[config.mk]
export PLATFORM = sky130hd
export DESIGN_NAME = wdt_core
export DESIGN_NICKNAME = d
export VERILOG_FILES = /design/src/rtl/wdt_pkg.sv /design/src/rtl/wdt_prescale.sv /design/src/rtl/wdt_count.sv /design/src/rtl/wdt_pulse.sv /design/src/rtl/wdt_core.sv
export SDC_FILE = /design/constraint.sdc
export NUM_CORES = 1
export LEC_CHECK = 0
export CAP_MARGIN = 0
export CORE_MARGIN = 4
export CORE_UTILIZATION = 45
export CTS_CLUSTER_DIAMETER = 30
export CTS_CLUSTER_SIZE = 24
export DETAILED_ROUTE_END_ITERATION = 8
export GPL_ROUTABILITY_DRIVEN = 0
export PLACE_DENSITY = 0.69
export SYNTH_ARGS = -nofsm -noshare
export SYNTH_HDL_FRONTEND = slang
export SYNTH_SLANG_ARGS = --single-unit
[constraint.sdc]
create_clock -name clk_i -period 3.1 [get_ports clk_i]
set_clock_uncertainty 0.05 [all_clocks]
set_input_delay 0.62 -clock clk_i [delete_from_list [all_inputs] [get_ports clk_i]]
set_output_delay 0.62 -clock clk_i [all_outputs]
set_load 0.05 [all_outputs]
[src/rtl/wdt_pkg.sv]
package wdt_pkg;

    localparam int CW = 12;

    typedef enum logic [1:0] {
        A_CTRL = 2'd0,
        A_MODE = 2'd1,
        A_STAT = 2'd2,
        A_CNT  = 2'd3
    } addr_e;

    typedef struct packed {
        logic          dbg_hlt;
        logic          idle_hlt;
        logic [CW-1:0] delta;
        logic          dis;
        logic          cpu_only;
        logic          rst_en;
        logic          irq_en;
        logic [CW-1:0] load;
    } mode_t;

    typedef struct packed {
        mode_t       mode;
        logic        locked;
        logic [1:0]  stat;
        logic [31:0] rdata;
    } top_st_t;

    function automatic mode_t mode_unpack(input logic [31:0] w);
        mode_t m;
        m.load     = w[11:0];
        m.irq_en   = w[12];
        m.rst_en   = w[13];
        m.cpu_only = w[14];
        m.dis      = w[15];
        m.delta    = w[27:16];
        m.idle_hlt = w[28];
        m.dbg_hlt  = w[29];
        return m;
    endfunction

    function automatic logic [31:0] mode_pack(input mode_t m);
        return {2'b00, m.dbg_hlt, m.idle_hlt, m.delta, m.dis, m.cpu_only,
                m.rst_en, m.irq_en, m.load};
    endfunction

endpackage

[src/rtl/wdt_prescale.sv]
module wdt_prescale #(
    parameter int PRESC = 128
) (
    input  logic clk_i,
    input  logic rst_ni,
    input  logic run_i,
    input  logic clr_i,
    output logic tick_o
);
    localparam int PW = (PRESC > 1) ? $clog2(PRESC) : 1;
    localparam logic [PW-1:0] LAST = PW'(PRESC - 1);

    typedef struct packed {
        logic [PW-1:0] cnt;
    } pre_st_t;

    pre_st_t st_d, st_q;

    assign tick_o = run_i && !clr_i && (st_q.cnt == LAST);

    always_comb begin
        st_d = st_q;
        if (clr_i) begin
            st_d.cnt = '0;
        end else if (run_i) begin
            st_d.cnt = (st_q.cnt == LAST) ? '0 : st_q.cnt + 1'b1;
        end
    end

    always_ff @(posedge clk_i or negedge rst_ni) begin
        if (!rst_ni) st_q <= '0;
        else         st_q <= st_d;
    end

    // a frozen divider holds its phase
    a_r10_frozen_phase: assert property (@(posedge clk_i) disable iff (!rst_ni)
        (!run_i && !clr_i) |=> $stable(st_q.cnt));

endmodule

[src/rtl/wdt_count.sv]
module wdt_count
    import wdt_pkg::*;
#(
    parameter logic [CW-1:0] DFLT_LOAD = '1
) (
    input  logic          clk_i,
    input  logic          rst_ni,
    input  logic          tick_i,
    input  logic          reload_i,
    input  logic [CW-1:0] load_i,
    input  logic [CW-1:0] delta_i,
    output logic [CW-1:0] cnt_o,
    output logic          under_o,
    output logic          win_err_o
);
    typedef struct packed {
        logic [CW-1:0] cnt;
    } cnt_st_t;

    cnt_st_t st_d, st_q;

    assign cnt_o     = st_q.cnt;
    assign win_err_o = reload_i && (st_q.cnt > delta_i);
    assign under_o   = tick_i && !reload_i && (st_q.cnt == '0);

    always_comb begin
        st_d = st_q;
        if (reload_i) begin
            st_d.cnt = load_i;
        end else if (tick_i) begin
            st_d.cnt = (st_q.cnt == '0) ? load_i : st_q.cnt - 1'b1;
        end
    end

    always_ff @(posedge clk_i or negedge rst_ni) begin
        if (!rst_ni) st_q <= '{cnt: DFLT_LOAD};
        else         st_q <= st_d;
    end

    // one step down per divider tick
    a_r1_step_down: assert property (@(posedge clk_i) disable iff (!rst_ni)
        (tick_i && !reload_i && st_q.cnt != '0) |=> (st_q.cnt == $past(st_q.cnt) - 1'b1));

    // no movement without a tick or reload
    a_r1_idle_hold: assert property (@(posedge clk_i) disable iff (!rst_ni)
        (!tick_i && !reload_i) |=> $stable(st_q.cnt));

    // reload loads the load field
    a_r5_reload: assert property (@(posedge clk_i) disable iff (!rst_ni)
        reload_i |=> (st_q.cnt == $past(load_i)));

endmodule

[src/rtl/wdt_pulse.sv]
module wdt_pulse #(
    parameter int LEN = 4
) (
    input  logic clk_i,
    input  logic rst_ni,
    input  logic fire_i,
    output logic pulse_o
);
    localparam int LW = $clog2(LEN + 1);

    typedef struct packed {
        logic [LW-1:0] left;
    } pls_st_t;

    pls_st_t st_d, st_q;

    assign pulse_o = (st_q.left != '0);

    always_comb begin
        st_d = st_q;
        if (fire_i)                st_d.left = LW'(LEN);
        else if (st_q.left != '0)  st_d.left = st_q.left - 1'b1;
    end

    always_ff @(posedge clk_i or negedge rst_ni) begin
        if (!rst_ni) st_q <= '0;
        else         st_q <= st_d;
    end

    // the pulse rises only on a fire request
    a_r8_rise_cause: assert property (@(posedge clk_i) disable iff (!rst_ni)
        (!pulse_o && !fire_i) |=> !pulse_o);

    // a fire request always shows on the next cycle
    a_r8_fire_high: assert property (@(posedge clk_i) disable iff (!rst_ni)
        fire_i |=> pulse_o);

    // the pulse ends after its last counted cycle
    a_r8_end: assert property (@(posedge clk_i) disable iff (!rst_ni)
        (st_q.left == LW'(1) && !fire_i) |=> !pulse_o);

endmodule

[src/rtl/wdt_core.sv]
module wdt_core
    import wdt_pkg::*;
#(
    parameter int             PRESC     = 128,
    parameter int             PULSE_LEN = 4,
    parameter logic [7:0]     KEY       = 8'hA5,
    parameter logic [CW-1:0]  DFLT_LOAD = '1
) (
    input  logic        clk_i,
    input  logic        rst_ni,
    input  logic        bus_wr_i,
    input  logic        bus_rd_i,
    input  logic [1:0]  bus_addr_i,
    input  logic [31:0] bus_wdata_i,
    output logic [31:0] bus_rdata_o,
    input  logic        idle_i,
    input  logic        dbg_halt_i,
    output logic        irq_o,
    output logic        sys_rst_o,
    output logic        cpu_rst_o
);
    localparam int NOUT = 2;

    localparam mode_t DFLT_MODE = '{
        dbg_hlt: 1'b0, idle_hlt: 1'b0, delta: DFLT_LOAD, dis: 1'b0,
        cpu_only: 1'b0, rst_en: 1'b1, irq_en: 1'b0, load: DFLT_LOAD};

    top_st_t st_d, st_q;

    logic          restart, halt, run, tick, under, win_err, fault;
    logic [CW-1:0] cnt;
    logic [NOUT-1:0] fire, pulse;

    assign restart = bus_wr_i && (bus_addr_i == A_CTRL) && (bus_wdata_i[31:24] == KEY)
                     && bus_wdata_i[0] && !st_q.mode.dis;
    assign halt    = (st_q.mode.idle_hlt && idle_i) || (st_q.mode.dbg_hlt && dbg_halt_i);
    assign run     = !st_q.mode.dis && !halt;
    assign fault   = under || win_err;

    assign fire[0] = fault && st_q.mode.rst_en && !st_q.mode.cpu_only;
    assign fire[1] = fault && st_q.mode.rst_en &&  st_q.mode.cpu_only;

    wdt_prescale #(.PRESC(PRESC)) u_pre (
        .clk_i  (clk_i),
        .rst_ni (rst_ni),
        .run_i  (run),
        .clr_i  (restart),
        .tick_o (tick)
    );

    wdt_count #(.DFLT_LOAD(DFLT_LOAD)) u_cnt (
        .clk_i     (clk_i),
        .rst_ni    (rst_ni),
        .tick_i    (tick),
        .reload_i  (restart),
        .load_i    (st_q.mode.load),
        .delta_i   (st_q.mode.delta),
        .cnt_o     (cnt),
        .under_o   (under),
        .win_err_o (win_err)
    );

    for (genvar g = 0; g < NOUT; g++) begin : g_pulse
        wdt_pulse #(.LEN(PULSE_LEN)) u_pls (
            .clk_i   (clk_i),
            .rst_ni  (rst_ni),
            .fire_i  (fire[g]),
            .pulse_o (pulse[g])
        );
    end

    assign sys_rst_o   = pulse[0];
    assign cpu_rst_o   = pulse[1];
    assign irq_o       = st_q.mode.irq_en && (st_q.stat != 2'b00);
    assign bus_rdata_o = st_q.rdata;

    always_comb begin
        st_d = st_q;
        if (bus_wr_i && (bus_addr_i == A_MODE) && !st_q.locked) begin
            st_d.mode   = mode_unpack(bus_wdata_i);
            st_d.locked = 1'b1;
        end
        if (bus_rd_i && (bus_addr_i == A_STAT)) st_d.stat = 2'b00;
        if (under)   st_d.stat[0] = 1'b1;
        if (win_err) st_d.stat[1] = 1'b1;
        if (bus_rd_i) begin
            unique case (bus_addr_i)
                A_CTRL:  st_d.rdata = '0;
                A_MODE:  st_d.rdata = mode_pack(st_q.mode);
                A_STAT:  st_d.rdata = {30'b0, st_q.stat};
                default: st_d.rdata = {{(32-CW){1'b0}}, cnt};
            endcase
        end
    end

    always_ff @(posedge clk_i or negedge rst_ni) begin
        if (!rst_ni) st_q <= '{mode: DFLT_MODE, locked: 1'b0, stat: 2'b00, rdata: '0};
        else         st_q <= st_d;
    end

    // a locked mode word never changes
    a_r3_locked_mode: assert property (@(posedge clk_i) disable iff (!rst_ni)
        st_q.locked |=> $stable(st_q.mode));

    // disabled means a frozen count
    a_r4_frozen: assert property (@(posedge clk_i) disable iff (!rst_ni)
        st_q.mode.dis |=> $stable(cnt));

    // a control write with a wrong key leaves the count alone
    a_r5_wrong_key: assert property (@(posedge clk_i) disable iff (!rst_ni)
        (bus_wr_i && bus_addr_i == A_CTRL && bus_wdata_i[31:24] != KEY && !tick) |=> $stable(cnt));

    // a status read with no new fault empties the status
    a_r9_read_clear: assert property (@(posedge clk_i) disable iff (!rst_ni)
        (bus_rd_i && bus_addr_i == A_STAT && !fault) |=> (st_q.stat == 2'b00));

    // the two reset requests never fire together
    a_r7_one_route: assert property (@(posedge clk_i) disable iff (!rst_ni)
        $countones(fire) <= 1);

endmodule

==> results of run 1 <==
metal layers:
layer  vias to the layer above  wire length [um]  GRT usage (%)
met3                        12               476           3.46
met4                         0               134           5.52
li1                       1662                 -              -
met5                         -                 0              0
met1                      1663              4610           23.7
met2                        82              5080           30.4
through the flow:
stage / hold slack (ns) / total power [uW] / util, % / instance area, um^2
after global routing: 0.474 / 3470 / 55.4 / 5490
after floorplan: 0.274 / 2310 / - / 4650
after CTS: 0.418 / 3300 / 55.4 / 5490
final: 0.397 / 3260 / 55.4 / 5490
after global placement: 0.445 / 2550 / 53.7 / 5320
after detailed placement: 0.452 / 2590 / 53.7 / 5320
cells by family after synthesis:
kind of cell / Yosys count
buffers and inverters: 101
and+or+nand+nor: 114
other: 1
adders and majority gates: 18
muxes: 41
DFF: 88
xor gates and xnor gates: 6
AOI/OAI and AO/OA: 100
layout make-up:
class                           count  area, um^2
Clock buffer                       11         131
Clock inverter                      5        33.8
Fill cell                         913        4420
Inverter                           54         203
Multi-Input combinational cell    281        1900
Sequential cell                    88        2250
Tap cell                          133         166
Timing Repair Buffer               83         801
cells in the mapped netlist (2+ instances only):
cell        n
xor2_1      2
or4_1       2
o2bb2ai_1   3
dfstp_2    37
nand3_1     3
xnor2_1     4
and3_1      4
mux2i_1    18
nor4_1      2
a221oi_1    2
nand3b_1    2
and2_1      2
inv_1      54
o21ai_0    42
nor2_1     22
o22a_1      2
buf_4      32
a21oi_1    20
nand4_1     5
nand2b_1    2
mux2_2     22
nand2_1    51
a21o_1      4
nor2b_1     5
nor3_1      6
ha_1       18
a22oi_1     4
o22ai_1    13
dfrtp_1    51
clkbuf_1   12
worst paths after layout:
path | cells after the start | slack [ns] | end
setup / recovery | 5 | 0.32 | cpu_rst_o
hold / removal | 1 | 0.40 | u_pre.st_q[0]
setup reg to reg | 5 | 0.72 | g_pulse[1].u_pls.st_q[1]
hold reg to reg | 2 | 0.46 | bus_rdata_o[23]
max in group asynchronous | 2 | 1.84 | st_q[55]
min in group clk_i | 2 | 0.46 | bus_rdata_o[23]
registers in the layout, summed over array words and instances (netlist names):
name / count
st_q: 33
bus_rdata_o: 30
u_cnt.cnt_o: 12
u_pre.st_q: 7
g_pulse.u_pls.st_q: 6
power by group through the flow:
stage | logic, uW | registers [uW] | clock network [uW]
after floorplan | 753 | 1560 | 0
after global placement | 954 | 1600 | 0
after detailed placement | 988 | 1610 | 0
after CTS | 997 | 1590 | 713
after global routing | 1090 | 1610 | 767
final | 981 | 1590 | 689
==> summary.md, run 1 <==
| Metric | Value |
|---|---|
| Commonest non-fill, non-tap cell in the layout | clkdlybuf4s50_1 |
| RSZ-0062 raised after global routing | no |
| Largest net degree at the start of global routing | 82 |
| CTS tree | yes |
| Routed wire per std cell | 15.7 um |
| Comb power frac | 30.1% |
| Status | finished, final reports clean |
| Post-DP HPWL | between 7 and 8 mm |
| Rel. slew slack | 32.4% |
| Worst-path fanout max | 4 |
| Power density cells | 594 nW/um^2 |
| Fraction of the mapped netlist area in compound gates | 13.1% |
| Hold Path Class | input port to async pin |
| Clk sinks | just under 90 |
| Yosys cell types | 53 |
| Hold_buf cts | 0 |
| Top-area cell type share of the netlist area | 27.4% |
| Initial Util | 46.9% |
| Cells after DPL | 639 |
| H-tree levels | 3 |
| Via density per instance | 5.22 |
| CP Data Arrival Time | 2.11 ns |
| Data required, critical path | 2.43 ns |
| Routed Antenna Nets | 0 |
| Final #Nets | 575 |
| Net Switching | 1120 uW |
| I/O pins | 75 |
| Cell mode on critical path | inv_1 |
| Max stage delay cell, worst path | clkdlybuf4s50_1 |
| Cell Chain, Critical Path | inv_1 > ha_1 > nor2b_1 > inv_1 > clkdlybuf4s50_1 |
| Clock tree root driver cell | clkbuf_8 |
| Clock transition at path regs | 0.10 ns |
| Clock network fraction of total power | 21.2% |
| Max Slew Vio Count | 0 |
| Clk_lat worst skew | 0.36 ns |
| Sequential-to-total area share from yosys stat | 48.4% |
| Xor and xnor area share after synthesis | ~1.1% |
| # rows | 36 |
| LEAKAGE | around 0.0024 uW |
| GRT Overall Usage | 18.1% |
| Period utilization | between 80% and 90% |
| F_max | 360 MHz |
| Seq cells post-synth | slightly below 90 |
| Worst-Margin Slew | 1.01 ns |
| Layout cells sized above 1 | 17.4% |
| Ys flop type | dfrtp_1 |
| Average size of a mapped cell | 9.91 um^2 |
| Worst Setup Start Kind | flip-flop |
| Number of synthesized flops with an enable pin | 0 |
| Ant diodes | 0 |
| Syn. warnings | 0 |
| Critical path endpoint category | output pin |
| CTS Buf Count | 9 |
| Die area | 12000 um^2 |
| Sw Ratio | 34.2% |
| WP buf/inv | 3 |
| Largest area contributor in the netlist | dfrtp_1 |
| Pre-CTS setup slack | 0.142 ns |
| Sequential share of power | 48.7% |
| Die width | 110 um |
| Grt total ovfl | 0 |
| Vias | 3419 |
| Initial antenna violation count | 0 |
| Number of DRC markers in iteration 0 | 115 |
| Internal power | 2140 uW |
| Final setup violation count | 0 |
| Combinational family with the most area after synthesis | compound AO/OA/AOI/OAI gates |
| 1st-pass router iterations | 4 |
| Area contributors post-synth | dfrtp_1 (27%), dfstp_2 (21%), mux2_2 (5.3%) |
| Critical R2R Launch | st_q[63] |
| Port Buffers | 72 |
| Vias in the first global route | 3478 |
| Fin cells | 655 |
| Final worst-path setup slack | 0.322 ns |
| Setup TNS | 0 ns |
| Synth Area in Simple Gates | between 10 and 15% |
| Final wirelength | 10.3 mm |
| Global-route wire length before repair | 17.0 mm |
| MaxCap Viol Count | 0 |
| Die Y | around 110 um |
| Area growth from synthesis to layout | 18.0% |
| Post-CTS setup buffer count | 0 |
| CP delay by family, top | buffers and inverters |
| Peak VDD IR | 0.300 mV |
| Core region area | 9910 um^2 |
| Final Hold Fails | 0 |
| Worst-case clock buffer depth | 2 |
| Largest stage delay on the critical path | about 0.71 ns |
| Synth Area in Adders | ~4.8% |
| Commonest cells after routing, fill and taps aside | clkdlybuf4s50_1 (71), inv_1 (54), nand2_1 (51), dfrtp_1 (51), o21ai_0 (42) |
| Min Clock Period, post-route | 2.78 ns |
| Mux cell area share after synthesis | 9.53% |
| Gate Count Post-Synth | 469 |
| Mapped Area | 4650 um^2 |
| Drt drc | 0 |
| Post_cts resized | 0 |
| Async SR Flop Fraction | between 90% and 100% |
| CP Class | flip-flop to output pin |
| Worst Setup SP | g_pulse[1].u_pls.st_q[0] |
(Power assumes the default switching activity.)
==> run 2: changes to the inputs <==
--- a/config.mk
+++ b/config.mk
@@ -12,6 +12,7 @@
 export CTS_CLUSTER_SIZE = 24
 export DETAILED_ROUTE_END_ITERATION = 8
 export GPL_ROUTABILITY_DRIVEN = 0
+export HOLD_SLACK_MARGIN = 0.1
 export PLACE_DENSITY = 0.69
 export SYNTH_ARGS = -nofsm -noshare
 export SYNTH_HDL_FRONTEND = slang
==> results of run 2 <==
The final DEF is identical to that of run 1; final timing and power are the same.
==> run 3: changes to the inputs <==
--- a/config.mk
+++ b/config.mk
@@ -6,7 +6,7 @@
 export NUM_CORES = 1
 export LEC_CHECK = 0
 export CAP_MARGIN = 0
-export CORE_MARGIN = 4
+export CORE_MARGIN = 3
 export CORE_UTILIZATION = 45
 export CTS_CLUSTER_DIAMETER = 30
 export CTS_CLUSTER_SIZE = 24
@@ -14,6 +14,8 @@
 export GPL_ROUTABILITY_DRIVEN = 0
 export HOLD_SLACK_MARGIN = 0.1
 export PLACE_DENSITY = 0.69
+export RECOVER_POWER = 50
 export SYNTH_ARGS = -nofsm -noshare
 export SYNTH_HDL_FRONTEND = slang
 export SYNTH_SLANG_ARGS = --single-unit
+export TNS_END_PERCENT = 50
==> run 3 against run 2 <==
  * The flow now finishes with violations (max-capacitance violations, max-slew violations)
  * Flip-flop and latch count unchanged
  * Critical path depth unchanged
  * Via count fell by 1.8%
  * Fmax decreased by 0.59%
  * Register-to-register slack gained 0.04 ns
  * Sequential share of layout area shrank 0.17 points
  * Utilization is 0.23 points higher
  * Critical endpoint is now sys_rst_o
  * Largest power group unchanged
==> summary.md, run 3 (synthesized netlist as in run 1, its figures left out) <==
| Metric | Value |
|---|---|
| Clock transition at path regs | 0.09 ns (was 0.10 ns) |
| Die Y | 108 um (was 110 um) |
| Vias in the first global route | 3367 (was 3478) |
| Max Slew Vio Count | 83 (was 0) |
| Clock network fraction of total power | 24.0% (was 21.2%) |
| Die width | 108 um (was 110 um) |
| H-tree levels | 3 (unchanged) |
| Hold path start | st_q[34] |
| Worst-path fanout max | 4 (unchanged) |
| Design Power | 3390 uW (was 3260 uW) |
| Die area | 11600 um^2 (was 12000 um^2) |
| Post-CTS setup buffer count | 0 (unchanged) |
| 1st-pass router iterations | 4 (unchanged) |
| Routed Antenna Nets | 0 (unchanged) |
| Sw Ratio | 34.2% (about the same) |
| Power density cells | 615 nW/um^2 (was 594 nW/um^2) |
| Port Buffers | 72 (unchanged) |
| Max reg flops | 33 (unchanged) |
| Worst-Margin Slew | 2.00 ns (was 1.01 ns) |
| Critical path endpoint category | output pin (unchanged) |
| Area growth from synthesis to layout | 18.5% (was 18.0%) |
| Top reg by flops | st_q (unchanged) |
| Final #Nets | 576 (was 575) |
| Largest net degree at the start of global routing | 83 (was 82) |
| Met1 Resource Use GR | 24.4% (was 23.7%) |
| Initial antenna violation count | 0 (unchanged) |
| Data required, critical path | 2.43 ns (about the same) |
| Post_cts resized | 0 (unchanged) |
| Grt total ovfl | 0 (unchanged) |
| CTS Buf Count | 9 (unchanged) |
| Period utilization | 90.1% (was 89.6%) |
| Final wirelength | 10.2 mm (was 10.3 mm) |
| Critical R2R Launch | st_q[64] (was st_q[63]) |
| GRT Overall Usage | 18.5% (was 18.1%) |
| Clk sinks | 88 (unchanged) |
| I/O pins | 75 (unchanged) |
| Final setup violation count | 0 (unchanged) |
| Min Clock Period, post-route | 2.79 ns (was 2.78 ns) |
| Status | finished, violations left (was finished, final reports clean) |
| GR Layer Usage met2 | 31.2% (was 30.4%) |
| Sequential share of power | 46.9% (was 48.7%) |
| Setup TNS | 0 ns (unchanged) |
| Post-DP HPWL | 7.42 mm (was 7.60 mm) |
| Number of DRC markers in iteration 0 | 120 (was 115) |
| Vias | 3358 (was 3419) |
| Fill cells | 894 (was 913) |
| Internal power | 2230 uW (was 2140 uW) |
| Global-route wire length before repair | 16.9 mm (was 17.0 mm) |
| Multi-input logic area | 1900 um^2 (about the same) |
| Layout cells sized above 1 | 17.2% (was 17.4%) |
| Final instance area | 5510 um^2 (was 5490 um^2) |
| Peak VDD IR | 0.331 mV (was 0.300 mV) |
| Met3 Use GR | 4.62% (was 3.46%) |
| Initial Util | 46.9% (unchanged) |
| Via density per instance | 5.12 (was 5.22) |
| Final Hold Fails | 0 (unchanged) |
| Layout Utilization | 55.6% (was 55.4%) |
| Worst Setup Start Kind | flip-flop (unchanged) |
| LEAKAGE | 0.00242 uW (was 0.00241 uW) |
| Routed wire per std cell | 15.5 um (was 15.7 um) |
| CTS tree | yes (unchanged) |
| Hold_buf cts | 0 (unchanged) |
| Reg area | 2250 um^2 (unchanged) |
| CP Data Arrival Time | 2.12 ns (was 2.11 ns) |
| Placed cell area | 5330 um^2 (was 5320 um^2) |
| Clock tree root driver cell | clkbuf_8 (unchanged) |
| Comb power frac | 29.1% (was 30.1%) |
| Core region area | 9910 um^2 (unchanged) |
| Worst-case clock buffer depth | 2 (unchanged) |
| Commonest cells after routing, fill and taps aside | clkdlybuf4s50_1 (70), inv_1 (54), nand2_1 (51), dfrtp_1 (51), o21ai_0 (42) (was clkdlybuf4s50_1 (71), inv_1 (54), nand2_1 (51), dfrtp_1 (51), o21ai_0 (42)) |
| Drt drc | 0 (unchanged) |
| Failing checks | max-capacitance violations, max-slew violations |
| Worst Setup SP | g_pulse[0].u_pls.st_q[0] (was g_pulse[1].u_pls.st_q[0]) |
| CP Class | flip-flop to output pin (unchanged) |
| # rows | 36 (unchanged) |
| Rel. slew slack | -33.2% (was 32.4%) |
| Commonest non-fill, non-tap cell in the layout | clkdlybuf4s50_1 (unchanged) |
| MaxCap Viol Count | 1 (was 0) |
| Ant diodes | 0 (unchanged) |
| GR peak layer | met2 (unchanged) |
| Net Switching | 1160 uW (was 1120 uW) |
| RSZ-0062 raised after global routing | no (unchanged) |
| Hold Path Class | flip-flop to flip-flop (was input port to async pin) |
| Clk_lat worst skew | 0.36 ns (about the same) |
| F_max | 358 MHz (was 360 MHz) |
==> run 3: cell types whose count changed in the layout (fill, tap and decap cells not counted), sizes merged <==
cell / delta
dlygate4sd3: +1
clkdlybuf4s50: -1
inv: +1
buf: -4
bufinv: +1
clkbuf: +3
==> run 3: critical path, cell delays in order (launching register included) <==
cell and delay [ns]:
dfrtp_1 0.38, inv_1 0.11, ha_1 0.19, nor2b_1 0.30, inv_1 0.08, clkdlybuf4s50_1 0.71
==> run 3: stage by stage <==
step	worst slack (ns)	hold slack (ns)	std cells
floorplan	0.689	0.274	470
global placement	0.197	0.419	640
detailed placement	0.168	0.427	640
CTS	0.295	0.414	656
global route	0.138	0.452	656
finish	0.306	0.431	656
==> run 3: power groups by stage <==
| stage | sequential [uW] | clock [uW] | combinational [uW] |
|---|---|---|---|
| finish | 1590 | 814 | 987 |
| global route | 1620 | 883 | 1100 |
| CTS | 1590 | 835 | 1010 |
| detailed placement | 1610 | 0 | 988 |
| global placement | 1600 | 0 | 955 |
| floorplan | 1560 | 0 | 753 |
==> run 3: final cells by class <==
type,instances,area share [%]
Tap cell,133,3.02
Sequential cell,88,40.8
Clock inverter,7,1.45
Timing Repair Buffer,84,14.4
Inverter,54,3.68
Multi-Input combinational cell,281,34.4
Clock buffer,9,2.25
==> run 3: per-layer routing <==
layer,up-vias,share of wire [%]
li1,1661,-
met1,1607,46
met2,82,48
met3,8,5.1
met4,0,0.80
met5,-,0
==> run 3: path summary, 6_finish.rpt <==
check,cells past startpoint,end,slack [ns]
min,1,st_q[34],0.43
max reg2reg,5,g_pulse[1].u_pls.st_q[1],0.76
min in group asynchronous,1,u_pre.st_q[3],0.76
max in group asynchronous,1,st_q[34],1.06
max,5,sys_rst_o,0.31
min reg2reg,1,st_q[34],0.43
